File: src/rtl/romport_pkg.sv
package romport_pkg;
  typedef enum logic [1:0] {
    PH_IDLE  = 2'd0,
    PH_ADDR1 = 2'd1,
    PH_ADDR2 = 2'd2,
    PH_DATA  = 2'd3
  } phase_t;
endpackage

File: src/rtl/romport_timer.sv
module romport_timer #(
  parameter int WAIT_W = 4
) (
  input  logic              clk,
  input  logic              rst_n,
  input  logic              start,
  input  logic [WAIT_W-1:0] wait_in,
  input  logic              active,
  output logic              last
);
  logic [WAIT_W-1:0] len_q, len_d;
  logic [WAIT_W-1:0] cnt_q, cnt_d;
  logic              len_en, cnt_en;

  always_comb begin
    len_en = start;
    len_d  = (wait_in == '0) ? WAIT_W'(1) : wait_in;
    last   = active && (cnt_q == len_q - WAIT_W'(1));
    cnt_en = start || active;
    if (start || last) cnt_d = '0;
    else               cnt_d = cnt_q + WAIT_W'(1);
  end

  always_ff @(posedge clk or negedge rst_n) begin
    if (!rst_n) begin
      len_q <= WAIT_W'(1);
      cnt_q <= '0;
    end else begin
      if (len_en) len_q <= len_d;
      if (cnt_en) cnt_q <= cnt_d;
    end
  end
endmodule

File: src/rtl/romport_fsm.sv
module romport_fsm
  import romport_pkg::*;
(
  input  logic   clk,
  input  logic   rst_n,
  input  logic   req_valid,
  input  logic   last,
  output phase_t phase,
  output logic   start,
  output logic   done
);
  phase_t phase_q, phase_d;
  logic   done_q, done_d;

  always_comb begin
    start   = (phase_q == PH_IDLE) && req_valid;
    phase_d = phase_q;
    done_d  = 1'b0;
    unique case (phase_q)
      PH_IDLE:  if (start) phase_d = PH_ADDR1;
      PH_ADDR1: if (last)  phase_d = PH_ADDR2;
      PH_ADDR2: if (last)  phase_d = PH_DATA;
      PH_DATA: begin
        if (last) begin
          phase_d = PH_IDLE;
          done_d  = 1'b1;
        end
      end
      default:  phase_d = PH_IDLE;
    endcase
  end

  always_ff @(posedge clk or negedge rst_n) begin
    if (!rst_n) begin
      phase_q <= PH_IDLE;
      done_q  <= 1'b0;
    end else begin
      phase_q <= phase_d;
      done_q  <= done_d;
    end
  end

  assign phase = phase_q;
  assign done  = done_q;
endmodule

File: src/rtl/romport_drive.sv
module romport_drive
  import romport_pkg::*;
#(
  parameter int ADDR_W = 18,
  parameter int DATA_W = 8
) (
  input  logic              clk,
  input  logic              rst_n,
  input  logic              start,
  input  logic              last,
  input  phase_t            phase,
  input  logic              req_write,
  input  logic [ADDR_W-1:0] req_addr,
  input  logic [DATA_W-1:0] req_wdata,
  input  logic [DATA_W-1:0] rom_ad_in,
  output logic [DATA_W-1:0] rom_ad_out,
  output logic              rom_ad_oe,
  output logic [1:0]        rom_side,
  output logic              rom_ce_n,
  output logic [DATA_W-1:0] rdata
);
  localparam int HI_LO = DATA_W;
  localparam int HI_HI = 2 * DATA_W - 1;

  logic [ADDR_W-1:0] addr_q;
  logic              wr_q;
  logic [DATA_W-1:0] wdata_q;
  logic [DATA_W-1:0] rdata_q;
  logic              cap_rd;

  assign cap_rd = (phase == PH_DATA) && last && !wr_q;

  always_ff @(posedge clk or negedge rst_n) begin
    if (!rst_n) begin
      addr_q  <= '0;
      wr_q    <= 1'b0;
      wdata_q <= '0;
    end else if (start) begin
      addr_q  <= req_addr;
      wr_q    <= req_write;
      wdata_q <= req_wdata;
    end
  end

  always_ff @(posedge clk or negedge rst_n) begin
    if (!rst_n)      rdata_q <= '0;
    else if (cap_rd) rdata_q <= rom_ad_in;
  end

  always_comb begin
    rom_ad_out = '0;
    rom_ad_oe  = 1'b0;
    rom_side   = 2'b00;
    rom_ce_n   = 1'b1;
    unique case (phase)
      PH_ADDR1: begin
        rom_ad_oe  = 1'b1;
        rom_ad_out = {addr_q[DATA_W-1:2], wr_q, ~wr_q};
        rom_side   = {last, addr_q[ADDR_W-2]};
      end
      PH_ADDR2: begin
        rom_ad_oe  = 1'b1;
        rom_ad_out = addr_q[HI_HI:HI_LO];
        rom_side   = {last, addr_q[ADDR_W-1]};
      end
      PH_DATA: begin
        rom_ce_n   = 1'b0;
        rom_ad_oe  = wr_q;
        rom_ad_out = wr_q ? wdata_q : '0;
        rom_side   = addr_q[1:0];
      end
      default: ;
    endcase
  end

  assign rdata = rdata_q;
endmodule

File: src/rtl/romport_seq.sv
module romport_seq
  import romport_pkg::*;
#(
  parameter int ADDR_W = 18,
  parameter int DATA_W = 8,
  parameter int WAIT_W = 4
) (
  input  logic              clk,
  input  logic              rst_n,
  input  logic              req_valid,
  input  logic              req_write,
  input  logic [ADDR_W-1:0] req_addr,
  input  logic [DATA_W-1:0] req_wdata,
  input  logic [WAIT_W-1:0] wait_cycles,
  output logic              req_ready,
  output logic              done,
  output logic [DATA_W-1:0] rdata,
  output logic [DATA_W-1:0] rom_ad_out,
  output logic              rom_ad_oe,
  input  logic [DATA_W-1:0] rom_ad_in,
  output logic [1:0]        rom_side,
  output logic              rom_ce_n
);
  phase_t phase;
  logic   start, last, active;

  assign active    = (phase != PH_IDLE);
  assign req_ready = (phase == PH_IDLE);

  romport_fsm u_fsm (
    .clk(clk), .rst_n(rst_n), .req_valid(req_valid), .last(last),
    .phase(phase), .start(start), .done(done)
  );

  romport_timer #(.WAIT_W(WAIT_W)) u_timer (
    .clk(clk), .rst_n(rst_n), .start(start), .wait_in(wait_cycles),
    .active(active), .last(last)
  );

  romport_drive #(.ADDR_W(ADDR_W), .DATA_W(DATA_W)) u_drive (
    .clk(clk), .rst_n(rst_n), .start(start), .last(last), .phase(phase),
    .req_write(req_write), .req_addr(req_addr), .req_wdata(req_wdata),
    .rom_ad_in(rom_ad_in), .rom_ad_out(rom_ad_out), .rom_ad_oe(rom_ad_oe),
    .rom_side(rom_side), .rom_ce_n(rom_ce_n), .rdata(rdata)
  );
endmodule

File: config.mk
export PLATFORM = sky130hd
export DESIGN_NAME = romport_seq
export DESIGN_NICKNAME = d
export VERILOG_FILES = /design/src/rtl/romport_pkg.sv /design/src/rtl/romport_timer.sv /design/src/rtl/romport_fsm.sv /design/src/rtl/romport_drive.sv /design/src/rtl/romport_seq.sv
export SDC_FILE = /design/constraint.sdc
export NUM_CORES = 1
export LEC_CHECK = 0
export BUFFER_PORTS_ARGS = -buffer_cell sky130_fd_sc_hd__buf_2
export CAP_MARGIN = 5
export CORE_ASPECT_RATIO = 0.8
export CORE_UTILIZATION = 48
export CTS_BUF_LIST = sky130_fd_sc_hd__clkbuf_8
export CTS_CLUSTER_SIZE = 10
export DETAILED_ROUTE_END_ITERATION = 10
export PLACE_DENSITY = 0.85
export SYNTH_ARGS = -nofsm -noshare
export SYNTH_HDL_FRONTEND = slang
export SYNTH_HIERARCHICAL = 1
export SYNTH_SLANG_ARGS = --single-unit
File: constraint.sdc
create_clock -name clk -period 1.87 [get_ports clk]
set_input_delay 0.187 -clock clk [delete_from_list [all_inputs] [get_ports clk]]
set_output_delay 0.187 -clock clk [all_outputs]
set_load 0.01 [all_outputs]
=== Word level (Yosys, flattened, before mapping) ===
Index checks and enable logic that the tools add are counted.

* $add $sub $neg: 2
* Equal/unequal tests: 8
* Multiply operators: 0
* Magnitude comparators: 0
* Shift operators: 0
* Bitwise operators: 1
* Muxes and demuxes: 14
* Reduce and logical (&&, ||, !) cells: 12
* Div/mod/pow operators: 0

{| class="wikitable"
|+ Operator list
! kind !! count
|-
| 8-bit one-hot mux with 3 select lines || 1
|-
| 2-bit two-way mux || 4
|-
| 4-bit two-way mux || 2
|-
| 8-bit two-way mux || 1
|-
| 2-bit by 1-bit != test with 1-bit output, second input constant || 4
|-
| 2-bit one-hot mux with 4 select lines || 1
|-
| 2-bit one-hot mux with 3 select lines || 1
|-
| 4-bit by 1-bit adder with 4-bit output, second input constant || 1
|-
| 2-bit == test, second input constant || 2
|-
| 4-bit == test || 1
|-
| 1-bit logical AND || 4
|-
| 4-bit logical NOT || 1
|-
| 4-bit AND reduction || 1
|-
| 4-bit by 1-bit subtractor with 4-bit output, second input constant || 1
|-
| 1-bit two-way mux || 3
|-
| 2-bit by 1-bit == test with 1-bit output, second input constant || 1
|-
| 2-bit logical NOT || 1
|-
| 1-bit logical OR || 2
|-
| 1-bit one-hot mux with 2 select lines || 1
|-
| 2-bit nonzero test || 1
|-
| 2-bit OR reduction || 1
|-
| 1-bit logical NOT || 1
|-
| 1-bit inverter || 1
|}

* Memory bits (writable): 0
* Flip-flop bits (word level): 46
* Memories kept: 0
* Output and inout bits: 22
* Input bits: 42
* Logic and storage cells: 45
* Bits in read-only memories: 0
* Latch bits: 0

=== Longest topological paths before layout ===
Gate-level depths: netlist of run 1.

* Depth in word-level cells: 5
* Gate-level depth with buffers: 7
* Depth with buffers taken out: 7

=== Cells and area by module ===
Netlist of run 1, hierarchy kept.

{| class="wikitable"
|+ Modules (own cells, without submodules)
! module !! area each (µm²) !! cells each !! seq. area each (µm²) !! times used
|-
| romport_drive || 1599.0 || 119 || 875.8 || 1
|-
| romport_timer || 455.4 || 44 || 201.4 || 1
|-
| romport_fsm || 201.4 || 17 || 75.1 || 1
|-
| romport_seq || 10.0 || 2 || 0.0 || 1
|}

=== Least setup slack after synthesis of run 1 ===
OpenSTA, ideal clock, no wires.

* Kind: reg2out
* Start: register u_timer.len_q[0]
* End: output port rom_side[1]
* Buffers on the path: 0
* Stages on the path, launching flop included: 8
* Data required time: 1683 ps
* Slack: -171 ps
* Arrival: 1854 ps
* Path through: dfstp_2 -> inv_1 -> ha_1 -> xor2_1 -> nand3_1 -> nor3_2 -> o21ai_0 -> a21oi_1

* Cells in the longest elaborated chain, start to end: 4

{| class="wikitable"
|+ RTL lines
! item !! RTL line !! source
|-
| from (decl) || romport_timer.sv:11 || <nowiki>logic [WAIT_W-1:0] len_q, len_d;</nowiki>
|-
| from (signal assigned) || romport_timer.sv:29 || <nowiki>if (len_en) len_q <= len_d;</nowiki>
|-
| 4-bit by 1-bit subtractor with 4-bit output || romport_timer.sv:18 || <nowiki>last = active && (cnt_q == len_q - WAIT_W'(1));</nowiki>
|-
| 4-bit == test || romport_timer.sv:18 ||
|-
| 1-bit logical AND || romport_timer.sv:18 ||
|-
| net last || romport_seq.sv:25 || <nowiki>logic start, last, active;</nowiki>
|-
| 2-bit one-hot mux with 3 select lines || romport_drive.sv:55 || <nowiki>unique case (phase)</nowiki>
|-
| to (decl) || romport_seq.sv:21 || <nowiki>output logic [1:0] rom_side,</nowiki>
|}

The timed path passes the listed nets, and every way through them passes these cells.

=== Worst setup path after layout of run 1 ===
* Start: register u_timer.len_q[0]
* End: register u_drive.rdata_q[0] (netlist: u_drive/rdata[0])

* Cells in the longest elaborated chain, start to end: 5

{| class="wikitable"
|+ RTL lines
! item !! RTL line !! source
|-
| 4-bit by 1-bit subtractor with 4-bit output || romport_timer.sv:18 ||
|-
| 4-bit == test || romport_timer.sv:18 ||
|-
| 1-bit logical AND || romport_timer.sv:18 ||
|-
| net last || romport_seq.sv:25 ||
|-
| 1-bit logical AND (2 in series) || romport_drive.sv:31 || <nowiki>assign cap_rd = (phase == PH_DATA) && last && !wr_q;</nowiki>
|-
| to (signal assigned) || romport_drive.sv:47 || <nowiki>else if (cap_rd) rdata_q <= rom_ad_in;</nowiki>
|-
| to (decl) || romport_drive.sv:28 || <nowiki>logic [DATA_W-1:0] rdata_q;</nowiki>
|}

The timed path passes the listed nets, and every way through them passes these cells.
A chain may end at the register's enable or synchronous reset.

==> run metrics, run 1 <==
Area after DPL=0.002741 mm^2; Yosys reg bits=46; Setup TNS Final=-2.353 ns; finished layout cell area=0.003176 mm^2; drt first pass iters=4; Syn Area/Cell=12.45 um^2; synthesized instance count=182; Post-Syn Nets=235; total track usage=21.17%; Max Freq=473.7 MHz; Initial Utilization=51.95%; maximum vdd drop=0.9381 mV; pre-CTS setup slack=-0.1949 ns; Ys Warns=6; Post-synth EDFFs=0; die footprint=0.005001 mm^2; first-pass GRT wire length=7.983 mm; core area=0.004362 mm^2; largest net degree at the start of global routing=47; clk slew on worst S/H paths=0.09 ns; Synth Area in XOR/XNOR=3.479%; CTS tree=done; Remaining Overflow, GRT=0; routed wire length=5.322 mm; crit path launch type=flip-flop; max-slew violations=0; mux cell area share after synthesis=19.49%; routed vias=1739; Synth Area in Simple Gates=8.393%; Worst EP required=2.06 ns; DRC Markers=0; Chip Height=63.46 um; Initial DRC Count=59; Final Wtd Congestion=0.8281; commonest non-fill, non-tap cell in the layout=buf_2; CTS Root Cell=clkbuf_8; wire per inst=16.08 um; number of buffers created by CTS=5; IO Port Bufs=63; failing checks=negative setup slack; fin worst setup slack=-0.2410 ns; Leak Pwr=1.478 nW; Least-Margin Pin Slew=0.5813 ns; share of layout cells above drive strength 1=60.95%; Final Hold Viols=0; post-route ant nets=0; RSZ-0062 raised after global routing=yes; Max-slew headroom=61.25%; final critical-path share of the clock period=112.9%; Min-Delay Path Class=in2reg; most frequent cells in the layout=63 x buf_2, 44 x dfrtp_1, 36 x mux2_2; Post-synth ARST share=100.0%; clock sink count=46; Boundary Pins=64; initial antenna violation count=0; cell row count=21; Skew-Pair Late Insertion Delay=0.30 ns; final period demand of the worst path=2.111 ns; Non-Filler Instances=331; via/cell ratio=5.254; Setup crit end kind=flip-flop; post-synthesis sequential area ratio=50.86%; vias in the first global route=1736; maximum clock path buffer count=2; post-synthesis compound-gate area fraction=7.786%; worst-path fanout max=8; CP Class=reg2reg; final setup skew=0.004464 ns; Worst Path Arrival=2.30 ns; Synth Cell Area=0.002266 mm^2; nets=326; outcome=finished, violations left; adder-cell area share of the yosys netlist=6.074%; max_cap viols=0; largest family of logic cells by synthesized area=multiplexers; post-synth cell types=31; Die X=78.82 um; Detailed Place HPWL=3.357 mm; Placed Cells=308; Synth-to-Final Area Change=40.14%; Pwr Density=1908 mW/mm^2; Top FF cell, synth=dfrtp_1; n_diodes=0; H-tree levels=2; endpoints failing setup=12
[cell families after synthesis]
family                   count (synthesis)
AO/OA/AOI/OAI                           27
XOR/XNOR                                 9
multiplexers                            39
adder cells (fa/ha/maj)                 11
flip-flops                              46
buffers and inverters                   17
AND/OR/NAND/NOR                         33
[area by class of cell]
class,count,area (um^2)
inverters,8,32.53
fillers,341,1186
multi-input cells,119,1161
well taps,57,71.32
flip-flops and latches,46,1154
clock buffers,5,68.82
repair buffers,93,648.1
clock inverters,3,40.04
[Yosys cell counts (all sizes together), types with 5 or more instances]
cell	n	area, um^2
a21oi	9	45.04
o21ai	6	30.03
nand3	9	45.04
xnor2	5	43.79
nor3	7	50.05
inv	8	30.03
nor2	6	22.52
buf	5	43.79
ha	11	137.6
mux2	38	431.7
nand2	5	18.77
dfrtp	45	1126
a22oi	7	52.55
[final timing paths]
path,start,end,slack [ns],depth (start not counted)
worst min register to register,u_drive/rdata[5],u_drive/rdata[5],0.51,1
worst max-delay path,u_timer/len_q[0],u_drive/rdata[0],-0.24,9
min in group asynchronous,rst_n,u_fsm/done,0.51,3
worst max register to register,u_timer/len_q[0],u_drive/rdata[0],-0.24,9
worst min-delay path,req_addr[12],u_drive/addr_q[12],0.11,2
max in group asynchronous,rst_n,u_fsm/phase[1],0.95,3
[registers in the layout, indices dropped and copies added (netlist names)]
name,flops
u_timer/cnt_q,4
u_drive/addr_q,18
u_fsm/phase,2
u_drive/wr_q,1
u_drive/wdata_q,8
u_timer/len_q,4
u_fsm/done,1
u_drive/rdata,8
[report_power, final]
part	leakage [nW]	total (mW)	switching (mW)	internal [mW]
registers	0.546	1.87	0.367	1.50
clock network	0.0579	0.725	0.332	0.393
logic	0.874	3.46	1.56	1.90
[metal layers]
| metal | global-route usage, % | vias to the layer above | wire, um |
|---|---|---|---|
| met5 | 0 | - | 0 |
| met4 | 8.636 | 0 | 92 |
| met3 | 7.246 | 10 | 384 |
| met2 | 33.15 | 59 | 2580 |
| met1 | 26.84 | 851 | 2264 |
| li1 | - | 819 | - |
[timing repair]
item | in CTS | in global routing
pin swaps | 8 | 15
cloned | 1 | 1
hold buffers | 1 | 0
setup buffers | 8 | 4
endpoints found under the setup margin | 21 | 25
resized for setup | 21 | 20
endpoints found under the hold margin | 45 | 0
[through the flow]
step,util [%],power [mW],hold WS (ns)
after detailed placement,62.85,4.547,0.3091
final,72.81,6.059,0.1118
after global placement,62.85,4.442,0.3112
after CTS,68.76,5.599,0.1052
after global routing,72.81,6.433,0.1062
after floorplan,-,3.592,-0.1086
[worst max-delay path: stages (launching register included)]
cell and delay (ns):
dfstp_2 0.55, inv_2 0.05, ha_4 0.26, xor2_2 0.16
nand3_2 0.11, nor3_4 0.14, buf_4 0.14, buf_6 0.11
nand3b_4 0.14, mux2_4 0.33
No activity file was read; power rests on OpenSTA's default activity.
==> run 2, diff against run 1 <==
--- a/config.mk
+++ b/config.mk
@@ -13,6 +13,7 @@
 export CTS_CLUSTER_SIZE = 10
 export DETAILED_ROUTE_END_ITERATION = 10
 export PLACE_DENSITY = 0.85
+export SKIP_CTS_REPAIR_TIMING = 1
 export SYNTH_ARGS = -nofsm -noshare
 export SYNTH_HDL_FRONTEND = slang
 export SYNTH_HIERARCHICAL = 1
==> run 2 against run 1 <==
  * The flow finishes with violations (negative hold slack, negative setup slack)
  * Worst hold slack got worse by 0.15 ns
  * Via count decreased by 0.46%
  * Power is 4.2% lower
  * Highest routed layer unchanged
==> run metrics, run 2 (synthesis gave the netlist of run 1 again) <==
Non-Filler Instances=332 (was 331); n_diodes=0 (unchanged); Leak Pwr=1.467 nW (was 1.478 nW); final period demand of the worst path=2.197 ns (was 2.111 ns); outcome=finished, violations left (unchanged); Least-Margin Pin Slew=0.5775 ns (was 0.5813 ns); clock sink count=46 (unchanged); share of layout cells above drive strength 1=58.55% (was 60.95%); Min-Delay Path Class=in2async (was in2reg); Setup crit end kind=output pin (was flip-flop); Die X=78.82 um (unchanged); grt met2 use=31.20% (was 33.15%); Detailed Place HPWL=3.357 mm (unchanged); CTS Root Cell=clkbuf_8 (unchanged); Area after DPL=0.002741 mm^2 (unchanged); max reg flops=18 (unchanged); failing checks=negative hold slack, negative setup slack (was negative setup slack); nets=327 (was 326); first-pass GRT wire length=7.472 mm (was 7.983 mm); Worst Path Arrival=2.01 ns (was 2.30 ns); post-route ant nets=0 (unchanged); H-tree levels=2 (unchanged); Max-slew headroom=61.50% (was 61.25%); met3 Track Usage GR=7.101% (was 7.246%); maximum clock path buffer count=2 (unchanged); max-slew violations=0 (unchanged); final critical-path share of the clock period=117.5% (was 112.9%); final setup skew=0.005202 ns (was 0.004464 ns); Boundary Pins=64 (unchanged); crit path launch type=flip-flop (unchanged); Chip Height=63.46 um (unchanged); Worst EP required=1.68 ns (was 2.06 ns); CTS tree=done (unchanged); number of buffers created by CTS=5 (unchanged); drt first pass iters=4 (unchanged); most frequent cells in the layout=63 x buf_2, 44 x dfrtp_1, 36 x mux2_2 (unchanged); RSZ-0062 raised after global routing=yes (unchanged); die footprint=0.005001 mm^2 (unchanged); endpoints failing setup=13 (was 12); initial antenna violation count=0 (unchanged); Max Freq=455.2 MHz (was 473.7 MHz); Final Hold Viols=45 (was 0); worst hold slack=-0.03410 ns (was 0.1118 ns); vias in the first global route=1694 (was 1736); Final Wtd Congestion=0.8281 (unchanged); finished layout cell area=0.003085 mm^2 (was 0.003176 mm^2); DRC Markers=0 (unchanged); core area=0.004362 mm^2 (unchanged); via/cell ratio=5.214 (was 5.254); Initial Utilization=51.95% (unchanged); Register-to-Register Path Depth=8 (was 9); IO Port Bufs=63 (unchanged); fin worst setup slack=-0.3270 ns (was -0.2410 ns); max_cap viols=0 (unchanged); maximum vdd drop=0.8866 mV (was 0.9381 mV); Pwr Density=1882 mW/mm^2 (was 1908 mW/mm^2); post-layout util=70.74% (was 72.81%); pre-CTS setup slack=-0.1949 ns (unchanged); total track usage=19.57% (was 21.17%); routed vias=1731 (was 1739); Most flops, register=u_drive/addr_q (unchanged); busiest metal layer after global routing=met2 (unchanged); largest net degree at the start of global routing=47 (unchanged); commonest non-fill, non-tap cell in the layout=buf_2 (unchanged); Synth-to-Final Area Change=36.17% (was 40.14%); cell row count=21 (unchanged); clk slew on worst S/H paths=0.08 ns (was 0.09 ns); met1 usage in global routing=24.74% (was 26.84%); Placed Cells=308 (unchanged); Initial DRC Count=42 (was 59); Skew-Pair Late Insertion Delay=0.30 ns (about the same); Remaining Overflow, GRT=0 (unchanged); wire per inst=15.41 um (was 16.08 um); routed wire length=5.115 mm (was 5.322 mm); CP Class=reg2out (was reg2reg); worst-path fanout max=4 (was 8)
## run 2: stage by stage
stage / power, mW / TNS [ns]
after floorplan: 3.592 / -0.7727
after global placement: 4.442 / -1.380
after detailed placement: 4.547 / -1.734
after CTS: 5.283 / -4.069
after global routing: 6.182 / -3.259
final: 5.805 / -2.175
## run 2: final timing paths
path,from,slack (ns),end
max,u_timer/len_q[0],-0.33,rom_side[1]
min,rst_n,-0.03,u_drive/rdata[5]
max in group asynchronous,rst_n,1.49,u_fsm/phase[1]
min reg2reg,u_drive/rdata[5],0.51,u_drive/rdata[5]
min in group clk,req_addr[12],0.11,u_drive/addr_q[12]
max reg2reg,u_timer/len_q[0],-0.23,u_drive/rdata[0]
## run 2: where the power goes
part / switching [mW] / internal, mW / leakage [nW]
registers: 0.345 / 1.50 / 0.546
logic: 1.48 / 1.76 / 0.863
clock network: 0.328 / 0.393 / 0.0579
total: 2.15 / 3.65 / 1.47
## run 2: final cells by class
class | count | area, um^2
Sequential cell | 46 | 1154
Inverter | 8 | 35.03
Tap cell | 57 | 71.32
Clock buffer | 5 | 68.82
Multi-Input combinational cell | 119 | 1116
Clock inverter | 3 | 40.04
Fill cell | 347 | 1276
Timing Repair Buffer | 94 | 600.6
## run 2: per-layer routing
| metal | vias to the layer above | wire (um) |
|---|---|---|
| met5 | - | 0 |
| met4 | 0 | 82 |
| met3 | 9 | 377 |
| met2 | 64 | 2517 |
| met1 | 835 | 2137 |
| li1 | 823 | - |
## run 2: worst max-delay path, cell delays in order (launching register included)
cell and delay, ns:
dfstp_2 0.55, inv_2 0.05, ha_4 0.26, xor2_2 0.16, nand3_2 0.10, nor3_4 0.22
o21ai_1 0.09, a21oi_1 0.13, buf_2 0.14
